$ cat src/rtl/adaline_est.sv
module adaline_est #(
  parameter int DW   = 16,
  parameter int NH   = 4,
  parameter int WW   = 24,
  parameter int FRAC = 8,
  parameter int SW   = 4
) (
  input  logic                      clk,
  input  logic                      rst_n,
  input  logic                      smp_vld,
  input  logic signed [DW-1:0]      smp_y,
  input  logic [NH*DW-1:0]          cos_in,
  input  logic [NH*DW-1:0]          sin_in,
  input  logic [SW-1:0]             mu_shift,
  input  logic                      root_mode,
  output logic                      busy,
  output logic                      done,
  output logic signed [DW+1:0]      est_y,
  output logic signed [DW+1:0]      est_err,
  output logic [(2*NH+1)*WW-1:0]    weights,
  output logic [2*WW-1:0]           amp,
  output logic                      amp_sq
);
  localparam int K    = 2*NH + 1;
  localparam int EW   = DW + 2;
  localparam int AW   = 2*WW;
  localparam int ACCW = AW + $clog2(K);
  localparam int IW   = $clog2(K);
  localparam int RW   = $clog2(WW);
  localparam int YSH  = FRAC + DW - 2;
  localparam int USH  = DW - 2 - FRAC;

  localparam logic signed [ACCW-1:0] EMAX = ACCW'($signed({1'b0, {(EW-1){1'b1}}}));
  localparam logic signed [ACCW-1:0] EMIN = ACCW'($signed({1'b1, {(EW-1){1'b0}}}));
  localparam logic signed [AW:0]     WMAX = (AW+1)'($signed({1'b0, {(WW-1){1'b1}}}));
  localparam logic signed [AW:0]     WMIN = (AW+1)'($signed({1'b1, {(WW-1){1'b0}}}));

  typedef enum logic [2:0] {S_IDLE, S_DOT, S_ERR, S_UPD, S_MAG0, S_MAG1, S_ROOT} st_t;

  function automatic logic signed [EW-1:0] sat_e(input logic signed [ACCW-1:0] v);
    if (v > EMAX)      return {1'b0, {(EW-1){1'b1}}};
    else if (v < EMIN) return {1'b1, {(EW-1){1'b0}}};
    else               return v[EW-1:0];
  endfunction

  function automatic logic signed [WW-1:0] sat_w(input logic signed [AW:0] v);
    if (v > WMAX)      return {1'b0, {(WW-1){1'b1}}};
    else if (v < WMIN) return {1'b1, {(WW-1){1'b0}}};
    else               return v[WW-1:0];
  endfunction

  st_t                     st;
  logic [IW-1:0]           idx;
  logic [RW-1:0]           cnt;
  logic signed [DW-1:0]    xin [K];
  logic signed [DW-1:0]    xr  [K];
  logic signed [WW-1:0]    w   [K];
  logic signed [DW-1:0]    yr;
  logic [SW-1:0]           mu_r;
  logic                    root_r;
  logic signed [EW-1:0]    err_r;
  logic signed [ACCW-1:0]  acc;
  logic [AW-1:0]           sq, op, res, one;

  logic signed [WW-1:0]    mul_a, mul_b;
  logic signed [AW-1:0]    prod;
  logic signed [EW-1:0]    yhat_s, err_s;
  logic signed [AW-1:0]    dwv;
  logic [7:0]              shamt;
  logic signed [WW-1:0]    w_new;
  logic [AW-1:0]           sq_sum, trial, op_n, res_n;
  logic                    last;

  assign xin[0] = {2'b01, {(DW-2){1'b0}}};
  for (genvar h = 0; h < NH; h++) begin : g_basis
    assign xin[2*h+1] = cos_in[h*DW +: DW];
    assign xin[2*h+2] = sin_in[h*DW +: DW];
  end
  for (genvar g = 0; g < K; g++) begin : g_wout
    assign weights[g*WW +: WW] = w[g];
  end

  always_comb begin
    mul_a = w[idx];
    mul_b = WW'(xr[idx]);
    case (st)
      S_UPD:  mul_a = WW'(err_r);
      S_MAG0: begin mul_a = w[1]; mul_b = w[1]; end
      S_MAG1: begin mul_a = w[2]; mul_b = w[2]; end
      default: ;
    endcase
  end

  assign prod   = mul_a * mul_b;
  assign last   = (idx == IW'(K-1));
  assign yhat_s = sat_e(acc >>> YSH);
  assign err_s  = sat_e(ACCW'(yr) - ACCW'(yhat_s));
  assign shamt  = 8'(USH) + 8'(mu_r);
  assign dwv    = prod >>> shamt;
  assign w_new  = sat_w((AW+1)'(w[idx]) + (AW+1)'(dwv));
  assign sq_sum = sq + $unsigned(prod);
  assign trial  = res + one;
  assign op_n   = (op >= trial) ? op - trial : op;
  assign res_n  = (op >= trial) ? (res >> 1) + one : res >> 1;
  assign busy   = (st != S_IDLE);

  always_ff @(posedge clk or negedge rst_n) begin
    if (!rst_n) begin
      st      <= S_IDLE;
      idx     <= '0;
      cnt     <= '0;
      yr      <= '0;
      mu_r    <= '0;
      root_r  <= 1'b0;
      err_r   <= '0;
      acc     <= '0;
      sq      <= '0;
      op      <= '0;
      res     <= '0;
      one     <= '0;
      est_y   <= '0;
      est_err <= '0;
      amp     <= '0;
      amp_sq  <= 1'b0;
      done    <= 1'b0;
      for (int i = 0; i < K; i++) begin
        w[i]  <= '0;
        xr[i] <= '0;
      end
    end else begin
      done <= 1'b0;
      case (st)
        S_IDLE: if (smp_vld) begin
          yr     <= smp_y;
          mu_r   <= mu_shift;
          root_r <= root_mode;
          for (int i = 0; i < K; i++) xr[i] <= xin[i];
          acc    <= '0;
          idx    <= '0;
          st     <= S_DOT;
        end
        S_DOT: begin
          acc <= acc + ACCW'(prod);
          if (last) begin idx <= '0; st <= S_ERR; end
          else idx <= idx + 1'b1;
        end
        S_ERR: begin
          est_y   <= yhat_s;
          est_err <= err_s;
          err_r   <= err_s;
          st      <= S_UPD;
        end
        S_UPD: begin
          w[idx] <= w_new;
          if (last) begin idx <= '0; st <= S_MAG0; end
          else idx <= idx + 1'b1;
        end
        S_MAG0: begin
          sq <= $unsigned(prod);
          st <= S_MAG1;
        end
        S_MAG1: begin
          if (root_r) begin
            op  <= sq_sum;
            res <= '0;
            one <= AW'(1) << (AW-2);
            cnt <= '0;
            st  <= S_ROOT;
          end else begin
            amp    <= sq_sum;
            amp_sq <= 1'b1;
            done   <= 1'b1;
            st     <= S_IDLE;
          end
        end
        S_ROOT: begin
          op  <= op_n;
          res <= res_n;
          one <= one >> 2;
          cnt <= cnt + 1'b1;
          if (cnt == RW'(WW-1)) begin
            amp    <= res_n;
            amp_sq <= 1'b0;
            done   <= 1'b1;
            st     <= S_IDLE;
          end
        end
        default: st <= S_IDLE;
      endcase
    end
  end
endmodule

$ cat config.mk
export PLATFORM = sky130hd
export DESIGN_NAME = adaline_est
export DESIGN_NICKNAME = d
export VERILOG_FILES = /design/src/rtl/adaline_est.sv
export SDC_FILE = /design/constraint.sdc
export NUM_CORES = 2
export LEC_CHECK = 0
export BUFFER_PORTS_ARGS = -buffer_cell sky130_fd_sc_hd__clkbuf_2
export CAP_MARGIN = 5
export CORE_ASPECT_RATIO = 1.4
export CORE_MARGIN = 8
export CORE_UTILIZATION = 35
export DETAILED_ROUTE_END_ITERATION = 10
export GPL_TIMING_DRIVEN = 0
export PLACE_DENSITY = 0.61
export SLEW_MARGIN = 20
export SYNTH_ARGS = -nofsm -noshare
export SYNTH_HDL_FRONTEND = slang
export SYNTH_SLANG_ARGS = --single-unit
$ cat constraint.sdc
create_clock -name clk -period 18.66 [get_ports clk]
set_input_delay 0.933 -clock clk [delete_from_list [all_inputs] [get_ports clk]]
set_output_delay 0.933 -clock clk [all_outputs]
set_load 0.01 [all_outputs]
==> metrics.md <==
| Metric | Value |
|---|---|
| Mean Syn Cell Area | 8.51 um^2 |
| Path type of the worst setup path | reg2reg |
| Largest net degree at the start of global routing | 91 |
| Skew final | 78.6 ps |
| Clk sinks | 684 |
| Worst stage delay on the critical path | 890 ps |
| Slowest library cell on the worst path | nor2_1 |
| Die height | 537 um |
| Cell total after placement | 11.0k |
| Gr ovfl total | 0 |
| Reg2reg end | weights[188] |
| Internal reg-to-reg setup slack | 560 ps |
| Final wirelength | 306000 um |
| Final ANT Viol Nets | 0 |
| Slew HR | 17.7% |
| Routed wire length per instance | 27.5 um |
| Core box area | 193000 um^2 |
| Total CTS buffers | 81 |
| # setup viols final | 0 |
| Layout cell share with drive strength beyond 1 | 13.0% |
| Die X | 388 um |
| Critical Path AT | 18690 ps |
| DR iter-0 viols | 4664 |
| Top Ports | 455 |
| Minimum clock period after layout | 18100 ps |
| Synth Register Bits | 684 |
| Mapped Cells | 7960 |
| Hold Crit Class | in2async |
| Syn_nets | 9125 |
| Worst skew pair latency | 760 ps |
| Number of synthesized flops with an enable pin | 0 |
| Port Buf Inserts | 454 |
| Most frequent CP cell | fa_1 |
| Async S/R FF share, synth | 100% |
| GPL Wtd Cong | 1.04 |
| Initial antenna violation count | 17 |
| Routed vias/inst | 5.68 |
| Final hold slack | 125 ps |
| HPWL Detailed | 253000 um |
| CP Buf/Inv Count | 9 |
| Max H-tree Level | 3 |
| Crit-path leading delay family | compound AO/OA/AOI/OAI gates |
| Startpoint types | register |
| Layout Nets | 9713 |
| Period utilisation layout | 97.0% |
| Nature of the critical path endpoint | register |
| Vias in the first global route | 65.4k |
| Total track usage | 28.8% |
| Initial Utilization | 35.1% |
| Sequential area share after synthesis | 25.3% |
| Yosys cell types | 92 |
| Clock-pin slew on the worst setup and hold paths | 60 ps |
| Cell area after synthesis | 67800 um^2 |
| Top_reg_cell synth | dfrtp_1 |
| Yosys warning count | 0 |
| Hold buffer count at CTS | 0 |
| Pins over their slew limit | 0 |
| Num rows | 191 |
| Root buffer cell | clkbuf_16 |
| Die footprint | 208000 um^2 |
| Worst Reg-to-Reg Cells | 50 |
| Final hold viol count | 0 |
| CP Max Fanout | 10 |
| WP depth | 50 |
| Max Cap Viol | 0 |
| Fmax | 0.0553 GHz |
| DRT Pass-1 Iters | 6 |
| TNS Setup | 0 ps |
| P&R area growth vs syn | 15.2% |
| First-pass GRT wire length | 445000 um |
| Status | finished, final reports clean |
| Final Non-Filler Cells | 11.1k |
| DRC viols | 0 |
| Longest Clk Path Bufs | 3 |
| Reg-to-Reg Start | st[0] |
| Worst-Margin Slew | 1230 ps |
| Via count | 63.3k |
| Worst Path Required | 19260 ps |
| CTS tree | done |
==> worst max-delay path by stage <==
stage | from | endpoint | slack (ps)
final | st[0] | weights[188] | 560
after global routing | idx[1] | weights[29] | -10
after CTS | idx[0] | weights[204] | 10
after detailed placement | idx[0] | weights[127] | -3860
after global placement | idx[0] | weights[151] | -6190
after floorplan | idx[0] | weights[109] | 2300
==> what timing repair did <==
action,CTS,global route
buffers inserted,16,10
endpoints found under the setup margin,216,216
resized for setup,178,197
pin swaps,3,8
==> final cells by class <==
class                   count  area (um^2)
diodes                      9         22.5
clock buffers             116         2340
flip-flops and latches    684        17100
well taps                2509         3140
repair buffers            516         3140
fillers                 19400       115000
clock inverters            31          536
multi-input cells        6067        47000
plain buffers             395         1760
inverters                 803         3030
==> cell usage in the layout, fill, tap and decap left out, types with 140 or more instances in the layout <==
| cell | netlist | final |
|---|---|---|
| a21oi_1 | 373 | 365 |
| nand2_1 | 1425 | 1422 |
| a21o_1 | 184 | 184 |
| o21ai_0 | 549 | 518 |
| xor2_1 | 142 | 140 |
| dfrtp_1 | 684 | 683 |
| ha_1 | 401 | 401 |
| xnor2_1 | 152 | 144 |
| fa_1 | 612 | 611 |
| nor2_1 | 669 | 654 |
| clkbuf_1 | 357 | 273 |
| o21ai_1 | 150 | 166 |
| clkbuf_2 | 0 | 519 |
| inv_1 | 799 | 798 |
==> per-layer routing <==
| metal | routed length [um] | global-route usage, % |
|---|---|---|
| met5 | 73 | 0 |
| met4 | 33900 | 24.3 |
| met3 | 28400 | 8.31 |
| met2 | 139000 | 47.3 |
| met1 | 105000 | 30.7 |
==> registers in the layout, indices dropped and copies added (netlist names), 3 cells and up <==
signal / count
acc: 52
amp: 48
cnt: 5
err_r: 18
est_y: 18
idx: 4
mu_r: 4
one: 24
op: 48
res: 48
sq: 48
st: 3
weights: 216
xr: 129
yr: 16
==> cell families after synthesis <==
kind of cell,after synthesis,share of synthesized area (%)
DFF,684,25.3
adders and majority gates,1031,25.8
xor gates and xnor gates,294,3.80
AOI/OAI and AO/OA,1845,17.1
buffers and inverters,1209,6.75
and+or+nand+nor,2662,16.6
muxes,235,4.75
==> Yosys cell counts (all sizes together), types with 48 or more instances <==
library cell | instances | share of area (%)
a211oi | 69 | 0.78
a21o | 184 | 2.0
a21oi | 398 | 3.2
a31oi | 67 | 0.62
buf | 49 | 0.32
clkbuf | 357 | 2.0
dfrtp | 684 | 25
fa | 612 | 18
ha | 401 | 7.4
inv | 800 | 4.4
mux2 | 61 | 1.0
mux2i | 111 | 1.6
mux4 | 63 | 2.1
nand2 | 1425 | 7.9
nand2b | 66 | 0.61
nand3 | 139 | 1.0
nor2 | 669 | 3.7
nor2b | 51 | 0.47
nor3 | 83 | 0.64
o21ai | 700 | 5.2
o21bai | 48 | 0.54
xnor2 | 152 | 2.0
xor2 | 142 | 1.8
==> worst register-to-register path: cells and delay by family, from the launching register on <==
family | cells | cell delay (ps)
muxes | 3 | 630
buffers and inverters | 9 | 2740
AOI/OAI and AO/OA | 15 | 5440
adders and majority gates | 9 | 4300
and+or+nand+nor | 13 | 3750
xor gates and xnor gates | 1 | 670
DFF | 1 | 440
==> metrics by stage <==
step / setup WS [ps] / cell area [um^2] / util (%)
after detailed placement: -3860 / 73900 / 38.3
after global placement: -6190 / 73200 / 37.9
final: 564 / 78100 / 40.5
after CTS: 13.7 / 77500 / 40.2
after global routing: -11.6 / 78100 / 40.5
after floorplan: 2300 / 67800 / -
Power is not shown: default switching activity piles up to over one toggle a cycle in this logic, so the estimate is an artifact.
